==> src/rtl/crs_pkg.sv <==
package crs_pkg;
  typedef enum logic [1:0] {
    CFG_FIXED    = 2'd0,
    CFG_COEF_ROT = 2'd1,
    CFG_PIX_ROT  = 2'd2,
    CFG_LINE_ROT = 2'd3
  } rot_cfg_e;
endpackage

==> src/rtl/crs_color_ptr.sv <==
module crs_color_ptr
  import crs_pkg::*;
#(
  parameter int NCH = 3,
  localparam int CW = $clog2(NCH)
) (
  input  logic          clk,
  input  logic          rst_n,
  input  logic          pix_tick,
  input  logic          line_sync,
  input  logic          mode_wr,
  input  rot_cfg_e      cfg,
  output logic [CW-1:0] cur_q,
  output logic [CW-1:0] cur_nxt,
  output logic          sample_q
);
  logic          line_q;
  logic [CW-1:0] cur_inc;

  assign cur_inc = (cur_q == CW'(NCH-1)) ? '0 : cur_q + CW'(1);

  always_comb begin
    cur_nxt = cur_q;
    if (mode_wr && cfg == CFG_LINE_ROT) begin
      cur_nxt = '0;
    end else begin
      unique case (cfg)
        CFG_FIXED:    cur_nxt = '0;
        CFG_COEF_ROT,
        CFG_PIX_ROT:  begin
          if (line_sync)     cur_nxt = '0;
          else if (pix_tick) cur_nxt = cur_inc;
        end
        CFG_LINE_ROT: if (line_q && !line_sync) cur_nxt = cur_inc;
        default:      cur_nxt = '0;
      endcase
    end
  end

  always_ff @(posedge clk) begin
    if (!rst_n) begin
      cur_q    <= '0;
      line_q   <= 1'b0;
      sample_q <= 1'b0;
    end else begin
      cur_q    <= cur_nxt;
      line_q   <= line_sync;
      sample_q <= (cfg == CFG_PIX_ROT) && pix_tick && !line_sync && (cur_q == '0);
    end
  end
endmodule

==> src/rtl/crs_coef_hold.sv <==
module crs_coef_hold #(
  parameter int NCH = 3,
  parameter int GW  = 6,
  parameter int OW  = 8,
  localparam int CW = $clog2(NCH)
) (
  input  logic           clk,
  input  logic           rst_n,
  input  logic [NCH*GW-1:0] gain_regs,
  input  logic [NCH*OW-1:0] offs_regs,
  input  logic [CW-1:0]  cur_q,
  input  logic [CW-1:0]  cur_nxt,
  input  logic           force_load,
  output logic [GW-1:0]  gain_out,
  output logic [OW-1:0]  offs_out
);
  logic [GW-1:0] gain_arr [NCH];
  logic [OW-1:0] offs_arr [NCH];
  logic          primed;
  logic          load;

  for (genvar c = 0; c < NCH; c++) begin : g_unpack
    assign gain_arr[c] = gain_regs[c*GW +: GW];
    assign offs_arr[c] = offs_regs[c*OW +: OW];
  end

  assign load = !primed || force_load || (cur_nxt != cur_q);

  always_ff @(posedge clk) begin
    if (!rst_n) begin
      primed   <= 1'b0;
      gain_out <= '0;
      offs_out <= '0;
    end else begin
      primed <= 1'b1;
      if (load) begin
        gain_out <= gain_arr[cur_nxt];
        offs_out <= offs_arr[cur_nxt];
      end
    end
  end
endmodule

==> src/rtl/color_rotation_seq.sv <==
module color_rotation_seq
  import crs_pkg::*;
#(
  parameter int NCH = 3,
  parameter int GW  = 6,
  parameter int OW  = 8,
  localparam int CW = $clog2(NCH)
) (
  input  logic              clk,
  input  logic              rst_n,
  input  logic              pix_tick,
  input  logic              line_sync,
  input  logic [1:0]        cfg,
  input  logic              mode_wr,
  input  logic [NCH*GW-1:0] gain_regs,
  input  logic [NCH*OW-1:0] offs_regs,
  output logic [CW-1:0]     chan_idx,
  output logic [GW-1:0]     gain_out,
  output logic [OW-1:0]     offs_out,
  output logic              sample_all
);
  rot_cfg_e      cfg_e;
  logic [CW-1:0] cur_q;
  logic [CW-1:0] cur_nxt;

  assign cfg_e = rot_cfg_e'(cfg);

  crs_color_ptr #(.NCH(NCH)) u_ptr (
    .clk      (clk),
    .rst_n    (rst_n),
    .pix_tick (pix_tick),
    .line_sync(line_sync),
    .mode_wr  (mode_wr),
    .cfg      (cfg_e),
    .cur_q    (cur_q),
    .cur_nxt  (cur_nxt),
    .sample_q (sample_all)
  );

  crs_coef_hold #(.NCH(NCH), .GW(GW), .OW(OW)) u_hold (
    .clk       (clk),
    .rst_n     (rst_n),
    .gain_regs (gain_regs),
    .offs_regs (offs_regs),
    .cur_q     (cur_q),
    .cur_nxt   (cur_nxt),
    .force_load(mode_wr || line_sync),
    .gain_out  (gain_out),
    .offs_out  (offs_out)
  );

  assign chan_idx = (cfg_e == CFG_COEF_ROT) ? '0 : cur_q;
endmodule

==> config.mk <==
export PLATFORM = sky130hd
export DESIGN_NAME = color_rotation_seq
export DESIGN_NICKNAME = d
export VERILOG_FILES = /design/src/rtl/crs_pkg.sv /design/src/rtl/crs_color_ptr.sv /design/src/rtl/crs_coef_hold.sv /design/src/rtl/color_rotation_seq.sv
export SDC_FILE = /design/constraint.sdc
export NUM_CORES = 1
export LEC_CHECK = 0
export ABC_AREA = 1
export ABC_CLOCK_PERIOD_IN_PS = 1800
export BUFFER_PORTS_ARGS = -buffer_cell sky130_fd_sc_hd__buf_4
export CAP_MARGIN = 5
export CORE_MARGIN = 5
export CORE_UTILIZATION = 37
export DETAILED_ROUTE_END_ITERATION = 16
export PLACE_DENSITY = 0.67
export SLEW_MARGIN = 10
export SYNTH_ARGS = -nofsm -noshare
export SYNTH_HDL_FRONTEND = slang
export SYNTH_SLANG_ARGS = --single-unit
==> constraint.sdc <==
create_clock -name clk -period 1.8 [get_ports clk]
set_input_delay 0.36 -clock clk [delete_from_list [all_inputs] [get_ports clk]]
set_output_delay 0.36 -clock clk [all_outputs]
set_load 0.02 [all_outputs]
==> reports/qor.csv <==
metric,value,unit
Post-DP HPWL,3038,um
synthesized flop and latch total,19,
Starting Density,38.02,%
total CTS buffers,3,
crit path kind,input pin to flip-flop,
die height,71.10,um
startpoint types,input pin,
smallest setup slack after layout,0.1620,ns
Yosys warnings,0,
dpl cells,357,
status,"finished, final reports clean",
Netlist Area Pre-Place,1381,um2
Worst Path Required,2.00,ns
crit share post-route,91.00,%
average wire per standard cell,10.04,um
I/O Pins,66,
Mapped Avg Cell Area,5.853,um2
Die Area,5055,um2
grt met1 use,21.09,%
Hold Path Sink,u_hold.primed,
Pwr Density,580.5,nW/um2
final cell count without fillers,361,
placed inst area,2062,um2
number of hold violations in the final report,0,
routability cong.,0.7891,
Post-route DRC,0,
"Clk pin slew, worst setup/hold paths",0.07,ns
Pleak,1.205,nW
hold path start,rst_n,
Die Wd,71.10,um
Max IR drop VDD,0.0003530,V
"Design Area, Final",2115,um2
initial antenna violation count,0,
"Buf+Inv Stages, Crit Path",4,
syn_nets,289,
first-pass GRT wire length,6292,um
synth unique cells,21,
Worst-Skew Late Latency,0.25,ns
CP Data Arrival Time,1.83,ns
grt ovf,0,
cts repair resizes,0,
hold_ws,0.3279,ns
final setup vio count,0,
critical path's top delay family,simple AND/OR/NAND/NOR gates,
CTS Sinks,19,
CP max FO,9,
Max stage delay on crit path,0.26,ns
DRT Pass-1 Iters,4,
minimum clock period,1.638,ns
crit-path cells,buf_4 -> inv_1 -> ha_1 -> inv_1 -> nor2_2 -> nand2_1 -> nand2_4 -> nand2_4 -> buf_4 -> nand2_1 -> nand2_1 -> o21ai_0 -> nor2_1 -> nor2_1,
fill count,368,
CTS Buffer Depth,2,
max-cap violations,0,
DRT antenna net count,0,
buffers added on ports,65,
reg2reg start,u_ptr.cur_q[1],
post-synthesis instance total,236,
GRT busiest layer,met2,
H-tree levels,1,
met2 usage,23.17,%
"worst slack, placed",-0.1423,ns
sequential area share after synthesis,27.54,%
Std-Cell Rows,22,
worst hold path type,input pin to flip-flop,
CP max-delay cell,ha_1,
GR Util met3,1.989,%
skew final,0.002005,ns
Post-Route WL,3624,um
DR vias/cell,4.269,
P&R area growth vs syn,53.08,%
antenna diode count,0,
Core Area,3633,um2
worst reg2reg path depth,12,
max-slew violations,0,
post-CTS setup buffer count,0,
critical path endpoint category,flip-flop,
Vias,1541,
# nets final,367,
Reg2Reg Setup Slack,0.19,ns
Post-CTS Hold Fix Bufs,0,
Reg2Reg Capture Point,u_hold.offs_out[4],
slew margin rel.,76.62,%
hold depth,1,
pin count of the biggest net entering global routing,16,
vias in the first global route,1483,
footprint of the multi-input gates,810.8,um2
Worst Tran Pin Value,0.3499,ns
f_max,0.6105,GHz
CTS Root Cell,clkbuf_8,
Iter 0 DRT Violations,84,
CTS tree,yes,
GR Util All Layers,14.90,%
most used cell along the critical path,nand2_1,
share of cells above drive strength 1,32.91,%
Reg area,380.4,um2
-- area by class of cell --
type	instances	share of cell area [%]
clock buffers	3	1.953
clock inverters	1	0.2367
inverters	39	6.923
multi-input cells	170	38.34
flip-flops and latches	19	17.99
well taps	48	2.840
repair buffers	81	31.72
-- per-layer routing --
| metal | routed length [um] | vias to the layer above | share of wire [%] |
|---|---|---|---|
| met2 | 1513 | 49 | 42 |
| li1 | - | 866 | - |
| met1 | 1824 | 622 | 50 |
| met4 | 51 | 0 | 1.4 |
| met3 | 235 | 4 | 6.5 |
| met5 | 0 | - | 0 |
-- placed cells by master (no fill, tap or decap), drive strengths merged --
cell type	Yosys	layout
a21oi	5	5
buf	7	81
clkbuf	1	3
clkinv	0	1
dfxtp	19	19
ha	4	4
inv	39	39
nand2	78	78
nand3	29	29
nor2	42	42
nor3b	1	1
o21ai	11	11
-- through the flow --
stage	total power [mW]	utilization, %	setup TNS [ns]
final	1.228	58.20	0
after global routing	1.309	58.20	-0.0001079
after CTS	1.235	58.02	0
after detailed placement	0.9384	56.75	-1.122
after global placement	0.9368	56.75	-0.8417
after floorplan	0.7148	-	0
-- power by group --
part / internal, mW / switching (mW) / leakage, nW / total [mW]
clock: 0.154 / 0.145 / 0.0255 / 0.299
combinational: 0.222 / 0.230 / 1.02 / 0.452
sequential: 0.457 / 0.0195 / 0.158 / 0.477
-- synthesized netlist by cell type --
| master | count | area, um2 |
|---|---|---|
| buf_6 | 1 | 11.26 |
| a21oi_1 | 4 | 20.02 |
| nor2_4 | 1 | 11.26 |
| inv_1 | 35 | 131.4 |
| nand3_2 | 3 | 30.03 |
| a21oi_4 | 1 | 16.27 |
| dfxtp_1 | 19 | 380.4 |
| nand3_1 | 26 | 130.1 |
| o21ai_0 | 9 | 45.04 |
| nor3b_1 | 1 | 7.510 |
| nand2_1 | 72 | 270.3 |
| nand2_2 | 2 | 12.51 |
| o21ai_1 | 2 | 10.01 |
| buf_4 | 2 | 15.01 |
| buf_2 | 4 | 20.02 |
| clkbuf_1 | 1 | 3.750 |
| nor2_1 | 40 | 150.1 |
| nand2_4 | 4 | 45.04 |
| nor2_2 | 1 | 6.260 |
| ha_1 | 4 | 50.05 |
| inv_2 | 4 | 15.01 |
-- state kept, by name, indices dropped and copies added, names as in the netlist --
name / cells
u_ptr.line_q: 1
u_hold.gain_out: 6
u_ptr.cur_q: 2
u_ptr.sample_q: 1
u_hold.offs_out: 8
u_hold.primed: 1
-- cells by family after synthesis --
logic type	Yosys count	share of synthesized area, %
DFF	19	27.54
and+or+nand+nor	150	48.01
buffers and inverters	47	14.22
AOI/OAI and AO/OA	16	6.612
adders and majority gates	4	3.623
-- worst max-delay path by stage --
stage            from                  to  slack (ns)  depth (start not counted)
2_1_floorplan  cfg[0]  u_hold.gain_out[0]        0.11                         12
3_3_place_gp   cfg[0]  u_hold.offs_out[0]       -0.14                         14
3_5_place_dp   cfg[1]  u_hold.offs_out[3]       -0.14                         14
4_1_cts        cfg[1]  u_hold.offs_out[0]        0.11                         14
5_1_grt        cfg[1]  u_hold.offs_out[6]     -0.0001                         13
6_report       cfg[1]  u_hold.offs_out[4]        0.16                         14
Note: power is estimated with default switching activity, not from simulation.
